--- src/rtl/strobe_fifo_pkg.sv ---
package strobe_fifo_pkg;

  // Strobes from the control unit to the storage/datapath unit.
  typedef struct packed {
    logic store;  // commit dataIn into the write slot
    logic load;   // copy the read slot into the output register
    logic drop;   // read finished: clear the output qualifier
  } dpCtl_t;

endpackage

--- src/rtl/sfifo_edge.sv ---
// Brings one active-low strobe into the clock domain and flags a change.
module sfifo_edge #(
  parameter int STAGES = 2
) (
  input  logic clk,
  input  logic rstN,
  input  logic pinN,
  output logic lvl,
  output logic chg
);

  localparam int LAST = STAGES - 1;

  logic [STAGES-1:0] chain;
  logic              prev;

  generate
    if (STAGES == 1) begin : g_single
      always_ff @(posedge clk or negedge rstN) begin
        if (!rstN) chain <= '1;
        else       chain <= pinN;
      end
    end else begin : g_multi
      always_ff @(posedge clk or negedge rstN) begin
        if (!rstN) chain <= '1;
        else       chain <= {chain[STAGES-2:0], pinN};
      end
    end
  endgenerate

  always_ff @(posedge clk or negedge rstN) begin
    if (!rstN) prev <= 1'b1;
    else       prev <= chain[LAST];
  end

  assign lvl = chain[LAST];
  assign chg = chain[LAST] ^ prev;

endmodule

--- src/rtl/sfifo_ctrl.sv ---
// Pointer control and flag logic.
module sfifo_ctrl
  import strobe_fifo_pkg::*;
#(
  parameter int DEPTH = 16
) (
  input  logic                     clk,
  input  logic                     rstN,
  input  logic                     wrLvl,
  input  logic                     wrChg,
  input  logic                     rdLvl,
  input  logic                     rdChg,
  input  logic                     rwLvl,
  input  logic                     rwChg,
  output dpCtl_t                   ctl,
  output logic [$clog2(DEPTH)-1:0] wrAddr,
  output logic [$clog2(DEPTH)-1:0] rdAddr,
  output logic                     emptyN,
  output logic                     fullN,
  output logic                     halfN
);

  localparam int AW   = $clog2(DEPTH);
  localparam int PW   = AW + 1;
  localparam int HALF = DEPTH / 2;

  // Reserved and committed positions, one bit wider than the address.
  logic [PW-1:0] wrRes, wrCom, rdRes, rdRel;
  logic          wrActive, rdActive;
  logic [PW-1:0] usedSlots;
  logic          isFull, isEmpty, isHalf;
  logic          wrTake, wrDone, rdTake, rdDone, rewindNow;
  logic          wrRise, rdRise, rwFall;

  assign wrRise = wrChg & wrLvl;
  assign rdRise = rdChg & rdLvl;
  assign rwFall = rwChg & ~rwLvl;

  assign usedSlots = wrRes - rdRel;
  assign isFull    = (usedSlots == PW'(DEPTH));
  assign isEmpty   = (wrCom == rdRes);
  assign isHalf    = (usedSlots > PW'(HALF));

  // Rewind only with both strobes high and nothing in flight.
  assign rewindNow = rwFall & wrLvl & rdLvl & ~wrActive & ~rdActive;

  // A low strobe is accepted once per pulse, as soon as the flag allows.
  assign wrTake = ~wrLvl & ~wrActive & ~isFull;
  assign wrDone = wrRise & wrActive;
  assign rdTake = ~rdLvl & ~rdActive & ~isEmpty & ~rewindNow;
  assign rdDone = rdRise & rdActive;

  always_ff @(posedge clk or negedge rstN) begin
    if (!rstN) begin
      wrRes    <= '0;
      wrCom    <= '0;
      wrActive <= 1'b0;
    end else begin
      if (wrTake) begin
        wrRes    <= wrRes + PW'(1);
        wrActive <= 1'b1;
      end else if (wrDone) begin
        wrCom    <= wrCom + PW'(1);
        wrActive <= 1'b0;
      end
    end
  end

  always_ff @(posedge clk or negedge rstN) begin
    if (!rstN) begin
      rdRes    <= '0;
      rdRel    <= '0;
      rdActive <= 1'b0;
    end else if (rewindNow) begin
      rdRes <= '0;
      rdRel <= '0;
    end else begin
      if (rdTake) begin
        rdRes    <= rdRes + PW'(1);
        rdActive <= 1'b1;
      end else if (rdDone) begin
        rdRel    <= rdRel + PW'(1);
        rdActive <= 1'b0;
      end
    end
  end

  always_comb begin
    ctl       = '0;
    ctl.store = wrDone;
    ctl.load  = rdTake;
    ctl.drop  = rdDone;
  end

  assign wrAddr = wrCom[AW-1:0];
  assign rdAddr = rdRes[AW-1:0];
  assign emptyN = ~isEmpty;
  assign fullN  = ~isFull;
  assign halfN  = ~isHalf;

  // a full buffer never advances the write side.
  p_full_blocks_write_r3: assert property (@(posedge clk) disable iff (!rstN)
    isFull |=> $stable(wrRes));

  // an empty buffer never advances the read side.
  p_empty_blocks_read_r4: assert property (@(posedge clk) disable iff (!rstN)
    (isEmpty && !rewindNow) |=> $stable(rdRes));

  // half flag falls on an accepted write, rises on a finished read.
  p_half_set_on_write_r5: assert property (@(posedge clk) disable iff (!rstN)
    $fell(halfN) |-> $past(wrTake || rewindNow));
  p_half_clear_on_read_r5: assert property (@(posedge clk) disable iff (!rstN)
    $rose(halfN) |-> $past(rdDone || rewindNow));

  // full releases on a finished read, empty on a committed write.
  p_full_release_r6: assert property (@(posedge clk) disable iff (!rstN)
    $rose(fullN) |-> $past(rdDone));
  p_empty_release_r6: assert property (@(posedge clk) disable iff (!rstN)
    $rose(emptyN) |-> $past(wrDone || rewindNow));

  // rewind zeroes the read side and keeps the write side.
  p_rewind_keeps_write_r7: assert property (@(posedge clk) disable iff (!rstN)
    rewindNow |=> (rdRes == '0 && rdRel == '0 && $stable(wrRes)));

  // the two flags never claim empty and full together.
  p_flags_exclusive_r1: assert property (@(posedge clk) disable iff (!rstN)
    !(!emptyN && !fullN));

endmodule

--- src/rtl/sfifo_datapath.sv ---
// Storage array and output register.
module sfifo_datapath
  import strobe_fifo_pkg::*;
#(
  parameter int WIDTH = 9,
  parameter int DEPTH = 16
) (
  input  logic                     clk,
  input  logic                     rstN,
  input  dpCtl_t                   ctl,
  input  logic [$clog2(DEPTH)-1:0] wrAddr,
  input  logic [$clog2(DEPTH)-1:0] rdAddr,
  input  logic [WIDTH-1:0]         dataIn,
  output logic [WIDTH-1:0]         dataOut,
  output logic                     outValid
);

  logic [WIDTH-1:0] mem [DEPTH];

  always_ff @(posedge clk) begin
    if (ctl.store) mem[wrAddr] <= dataIn;
  end

  always_ff @(posedge clk or negedge rstN) begin
    if (!rstN) begin
      dataOut  <= '0;
      outValid <= 1'b0;
    end else if (ctl.load) begin
      dataOut  <= mem[rdAddr];
      outValid <= 1'b1;
    end else if (ctl.drop) begin
      outValid <= 1'b0;
    end
  end

  // the output qualifier never rises without a load.
  p_valid_from_load_r2: assert property (@(posedge clk) disable iff (!rstN)
    $rose(outValid) |-> $past(ctl.load));

  // a load never coincides with a store into the same slot.
  p_no_store_load_clash_r2: assert property (@(posedge clk) disable iff (!rstN)
    !(ctl.load && ctl.store && wrAddr == rdAddr));

endmodule

--- src/rtl/strobe_fifo.sv ---
// Thin top: strobe synchronizers, control and datapath.
module strobe_fifo
  import strobe_fifo_pkg::*;
#(
  parameter int WIDTH       = 9,
  parameter int DEPTH       = 16,
  parameter int SYNC_STAGES = 2
) (
  input  logic             clk,
  input  logic             rstN,
  input  logic             wrStrobeN,
  input  logic             rdStrobeN,
  input  logic             rewindN,
  input  logic [WIDTH-1:0] dataIn,
  output logic [WIDTH-1:0] dataOut,
  output logic             dataOutValid,
  output logic             emptyN,
  output logic             fullN,
  output logic             halfN
);

  localparam int AW    = $clog2(DEPTH);
  localparam int NPINS = 3;

  logic [NPINS-1:0] pinVec, lvlVec, chgVec;
  dpCtl_t           ctl;
  logic [AW-1:0]    wrAddr, rdAddr;

  assign pinVec = {rewindN, rdStrobeN, wrStrobeN};

  generate
    for (genvar g = 0; g < NPINS; g++) begin : g_sync
      sfifo_edge #(.STAGES(SYNC_STAGES)) i_edge (
        .clk  (clk),
        .rstN (rstN),
        .pinN (pinVec[g]),
        .lvl  (lvlVec[g]),
        .chg  (chgVec[g])
      );
    end
  endgenerate

  sfifo_ctrl #(.DEPTH(DEPTH)) i_ctrl (
    .clk    (clk),
    .rstN   (rstN),
    .wrLvl  (lvlVec[0]),
    .wrChg  (chgVec[0]),
    .rdLvl  (lvlVec[1]),
    .rdChg  (chgVec[1]),
    .rwLvl  (lvlVec[2]),
    .rwChg  (chgVec[2]),
    .ctl    (ctl),
    .wrAddr (wrAddr),
    .rdAddr (rdAddr),
    .emptyN (emptyN),
    .fullN  (fullN),
    .halfN  (halfN)
  );

  sfifo_datapath #(.WIDTH(WIDTH), .DEPTH(DEPTH)) i_dp (
    .clk      (clk),
    .rstN     (rstN),
    .ctl      (ctl),
    .wrAddr   (wrAddr),
    .rdAddr   (rdAddr),
    .dataIn   (dataIn),
    .dataOut  (dataOut),
    .outValid (dataOutValid)
  );

endmodule

--- config.mk ---
export PLATFORM = sky130hd
export DESIGN_NAME = strobe_fifo
export DESIGN_NICKNAME = d
export VERILOG_FILES = /design/src/rtl/strobe_fifo_pkg.sv /design/src/rtl/sfifo_edge.sv /design/src/rtl/sfifo_ctrl.sv /design/src/rtl/sfifo_datapath.sv /design/src/rtl/strobe_fifo.sv
export SDC_FILE = /design/constraint.sdc
export NUM_CORES = 1
export LEC_CHECK = 0
export BUFFER_PORTS_ARGS = -buffer_cell sky130_fd_sc_hd__buf_2
export CAP_MARGIN = 20
export CORE_MARGIN = 3
export CORE_UTILIZATION = 45
export DETAILED_ROUTE_END_ITERATION = 12
export PLACE_DENSITY = 0.7
export SLEW_MARGIN = 40
export SYNTH_ARGS = -nofsm -noshare
export SYNTH_HDL_FRONTEND = slang
export SYNTH_SLANG_ARGS = --single-unit
--- constraint.sdc ---
create_clock -name clk -period 2.6 [get_ports clk]
set_input_delay 0.52 -clock clk [delete_from_list [all_inputs] [get_ports clk]]
set_output_delay 0.52 -clock clk [all_outputs]
set_load 0.005 [all_outputs]
After elaboration in Yosys (flattened, before gate mapping)
Memory sizes are Yosys's and may differ from the RTL's. A register that Yosys moved wholly into a read port is not among the register bits.
Index checks and enable logic that the tools add are counted.
{"block": "word_totals", "out_inout_bits": 13, "regBits": 32, "mem_count": 1, "mem_bits_rw": 144, "word_cells": 69}
{"block": "classes", "magnitude_cmp": 1, "addsub": 5, "n_eq_ne": 3, "n_bitwise": 27, "mux": 11, "n_reduce_logical": 8}
{"name": "i_dp.mem", "words": 16, "width": 9, "read_ports": 1, "rd_clocked_by_memory_dff": 1, "wr": 1, "line": "sfifo_datapath.sv:18", "rtl": "logic [WIDTH-1:0] mem [DEPTH];"}
{"operator": "$mux W5", "count": 5}
{"operator": "$add A5 B1 Y5 const B", "count": 4}
{"operator": "$and A1 B1 Y1", "count": 14}
{"operator": "$not A1 Y1", "count": 10}
{"operator": "$reduce_bool A2 Y1", "count": 4}
{"operator": "$mux W1", "count": 6}
{"operator": "$reduce_and A2 Y1", "count": 3}
{"operator": "$eq A5 B5 Y1", "count": 1}
{"operator": "$eq A5 B5 Y1 const B", "count": 1}
{"operator": "$gt A5 B4 Y1 const B", "count": 1}
{"operator": "$sub A5 B5 Y5", "count": 1}
{"operator": "$xor A1 B1 Y1", "count": 3}
{"operator": "$ne A2 B2 Y1 const B", "count": 1}
{"operator": "$logic_not A1 Y1", "count": 1}

Longest topological paths before layout
{"block": "logic_depth", "ltp_word": 10, "mapped_depth": 8, "depth_no_buf": 7}

Cells and area by module
Synthesis repeated with hierarchy kept, for this count alone.
{"block": "hier_totals", "cells_unflattened": 426, "area_unflattened_um2": 7669.9}
{"mod": "sfifo_datapath", "cells_per_inst": 268, "area_per_inst_um2": 6025.8, "n_inst": 1}
{"mod": "sfifo_ctrl", "cells_per_inst": 146, "area_per_inst_um2": 1381.3, "n_inst": 1}
{"mod": "sfifo_edge", "cells_per_inst": 4, "area_per_inst_um2": 87.6, "n_inst": 3}

Least setup slack after synthesis
No wires, ideal clock.
{"block": "synth_timing", "path_kind": "reg2out", "startpoint": "register i_ctrl.rdRel[2]", "endpoint": "output port halfN", "n_path_buf": 0, "required_ns": 2.080, "arrival_ns": 1.740, "path_slack_ns": 0.340, "stages_incl_launch_ff": 7, "path_cell_list": "dfrtp_1 inv_1 ha_1 and3b_2 or2_2 a221o_2 a21oi_1"}
{"block": "synth_between", "elab_chain_cells": 3}
{"element": "start, declared", "line": "sfifo_ctrl.sv:28", "rtl": "logic [PW-1:0] wrRes, wrCom, rdRes, rdRel;"}
{"element": "start signal, assigned", "line": "sfifo_ctrl.sv:82", "rtl": "rdRel <= rdRel + PW'(1);"}
{"element": "$sub A5 B5 Y5", "line": "sfifo_ctrl.sv:39", "rtl": "assign usedSlots = wrRes - rdRel;"}
{"element": "$gt A5 B4 Y1", "line": "sfifo_ctrl.sv:42", "rtl": "assign isHalf = (usedSlots > PW'(HALF));"}
{"element": "$not A1 Y1", "line": "sfifo_ctrl.sv:99", "rtl": "assign halfN = ~isHalf;"}
{"element": "end, declared", "line": "strobe_fifo.sv:19", "rtl": "output logic halfN"}
Every way passes these cells.

Worst setup path in the final report
Ends and elaborated chain as after synthesis.

==> results by group <==
Synthesis
  – Most common flop cell mapped by yosys: edfxtp_1
  – Ys async rst share: 0.2216
  – EDFF count, synth: 144
  – Avg Inst Size Synth: 17.89 um2
  – Synthesized area: 7370 um2
  – Seq/Total Area, Yosys: 0.7275
  – Yosys Warn Count: 0
  – Synthesized flop and latch total: 185
  – Post-Synthesis Cells: 412
  – Synth unique cells: 43
  – Mapped Nets: 437

Die
  – Initial core utilization: 0.4623
  – Die footprint: 17950 um2
  – Std cell rows: 46
  – IO Count: 27
  – Height of the die: 134.0 um
  – Die W: 134.0 um
  – Core area: 15940 um2

Place
  – Post-DP Area: 7913 um2
  – Hpwl dp: 9199 um
  – DP Worst Slack: 0.1376 ns
  – Number of port buffers: 26
  – Placer congestion estimate: 0.7724
  – Placed cells: 664

Clocking
  – H-tree Lvls: 4
  – CTS tree: done
  – CTS Buf Count: 17
  – Cts hold-fix bufs: 0
  – # clock sinks: 185
  – Worst-Skew Late Latency: 0.43 ns
  – Max Root-Sink Buffers: 2
  – Clock slew at reported path FFs: 0.07 ns
  – Root buf cell: clkbuf_16

Timing
  – RSZ-0062 raised after global routing: yes
  – Pins Over Slew Limit: 0
  – Final hold slack: 0.09306 ns
  – Clk_skew: 0.01136 ns
  – Final Critical Period: 2.729 ns
  – Max frequency: 366.5 MHz
  – Final setup margin: -0.1288 ns
  – Hold Fails Final Rpt: 0
  – Final setup viols: 2
  – Worst-margin pin slew: 0.5975 ns
  – Final period utilization: 1.050
  – Worst slew margin: 0.6016

Setup path
  – Crit Path Category: flop to primary output
  – CP max FO: 4
  – CP endpoint kind: primary output
  – Req. time, crit path: 2.08 ns
  – Startpoint type of the worst setup path: flop
  – Crit path DAT: 2.21 ns

Power and ir drop
  – Leakage Power: 3.079 nW
  – Pwr Total: 9.255 mW
  – P per Cell Area: 1062 nW/um2
  – Worst IR Drop VDD: 0.6320 mV

Drt
  – DR iter-0 viols: 393
  – Post-Route WL: 14790 um
  – Via count: 3906
  – Wire length per cell: 20.84 um
  – Post-route DRC violation count: 0
  – Drt via density: 5.501
  – Drt pass-1 iters: 4
  – Antenna Nets Post-Route: 0

Run status
  – Failing checks: negative setup slack
  – Status: finished with violations

Finish
  – Share of cells above drive strength 1: 0.3462
  – Storage element area: 5363 um2
  – Diodes inserted: 0
  – Final cell count without fillers: 710
  – Area delta synth->final: 18.27%
  – Fill cell count: 1209
  – Nets@finish: 506
  – Multi-input gate area: 1994 um2
  – Fin area: 8716 um2

GRT
  – Number of global-route vias before repair: 4114
  – First-pass GRT wire length: 23180 um
  – Largest net degree at the start of global routing: 29
  – GR Overflow Total: 0
  – Total GRT Usage: 0.1742
  – Initial antenna violation count: 0

Min path
  – Hold Crit Class: input pin to async pin

Run
  – Max-cap violations: 0
[cell usage in the layout (no fill, tap or decap), drive strengths merged, types with 2 or more instances in the layout]
cell type,n
nand3,6
o211a,2
nand2,29
nor2,22
edfxtp,144
inv,18
ha,11
buf,68
xor2,3
nand4,4
xnor2,15
nand2b,4
clkinvlp,3
clkinv,2
mux4,36
or2,4
o21ai,6
dfrtp,32
dfstp,9
a21oi,4
o31ai,11
and2,2
o211ai,3
o22ai,18
clkbuf,17
nor3,6
[through the flow]
stage,setup TNS [ns],utilization
detailed placement,0,0.4963
floorplan,0,-
global placement,0,0.4963
CTS,-0.08075,0.5436
finish,-0.1879,0.5467
global route,-0.2885,0.5467
[layer usage]
| metal | GRT usage | wire length, um |
|---|---|---|
| met1 | 0.2295 | 6051 |
| met2 | 0.2841 | 7583 |
| met3 | 0.04089 | 885 |
| met4 | 0.06743 | 273 |
| met5 | 0 | 0 |
[cells in the mapped netlist (8+ instances only)]
library cell  count  area [um2]
edfxtp_1        144        4324
mux4_2           36       810.8
dfrtp_1          32       800.8
nand2_1          29       108.9
nor2_1           22       82.58
o22ai_1          18       112.6
xnor2_1          15       131.4
ha_1             11       137.6
o31ai_1          11       82.58
dfstp_2           9       236.5
inv_1             9       33.78
buf_2             8       40.04
[state kept, by name, indices dropped and copies added, names as in the netlist]
signal and count:
i_dp.mem 144, i_dp.dataOut 9, g_sync.i_edge.chain 6, i_ctrl.rdRel 5
i_ctrl.rdRes 5, i_ctrl.wrCom 5, i_ctrl.wrRes 5, g_sync.i_edge.prev 3
i_ctrl.rdActive 1, i_ctrl.wrActive 1, i_dp.outValid 1
[cell families (layout without fill, tap and decap cells)]
logic type / count (synthesis) / count (layout) / synth area share
fa+ha+maj: 11 / 11 / 0.01868
simple gates: 84 / 84 / 0.05518
buf+inv: 27 / 109 / 0.01562
mux: 38 / 38 / 0.1134
compound gates: 48 / 48 / 0.04499
xor+xnor: 19 / 19 / 0.02462
flops: 185 / 185 / 0.7275
[power breakdown]
group | internal (mW) | switching, mW
registers | 3.50 | 0.256
clock network | 1.37 | 1.16
logic | 1.46 | 1.51
total | 6.33 | 2.93
[what timing repair did]
action,4_1_cts,5_1_grt
setup buffers,12,2
pin swaps,10,3
setup endpoints to repair,2,2
resized for setup,13,5
[final cells by class]
class | count | share of cell area
Clock buffer | 17 | 0.04881
Timing Repair Buffer | 68 | 0.05254
Inverter | 9 | 0.003876
Tap cell | 216 | 0.03101
Sequential cell | 185 | 0.6153
Multi-Input combinational cell | 200 | 0.2288
Clock inverter | 15 | 0.01967
[worst max-delay path, stage by stage (launching register included)]
cell and delay (ns):
dfrtp_1 0.41, inv_2 0.10, ha_4 0.21, and3b_2 0.23
or2_4 0.26, a221o_2 0.36, a21oi_2 0.10, buf_2 0.11
[final timing paths]
kind / from / end / slack (ns) / cells past startpoint
setup / recovery: i_ctrl.rdRel[2]$_DFFE_PN0P_ / halfN / -0.13 / 7
hold / removal: rstN / i_ctrl.wrActive$_DFFE_PN0P_ / 0.09 / 1
setup reg to reg: i_ctrl.rdRel[2]$_DFFE_PN0P_ / i_ctrl.wrRes[1]$_DFFE_PN0P_ / 0.30 / 9
hold reg to reg: g_sync[2].i_edge.chain[0]$_DFF_PN1_ / g_sync[2].i_edge.chain[1]$_DFF_PN1_ / 0.36 / 0
max in group asynchronous: rstN / g_sync[1].i_edge.prev$_DFF_PN1_ / 1.90 / 2
min in group clk: rewindN / g_sync[2].i_edge.chain[0]$_DFF_PN1_ / 0.19 / 1
(Power assumes the default switching activity.)
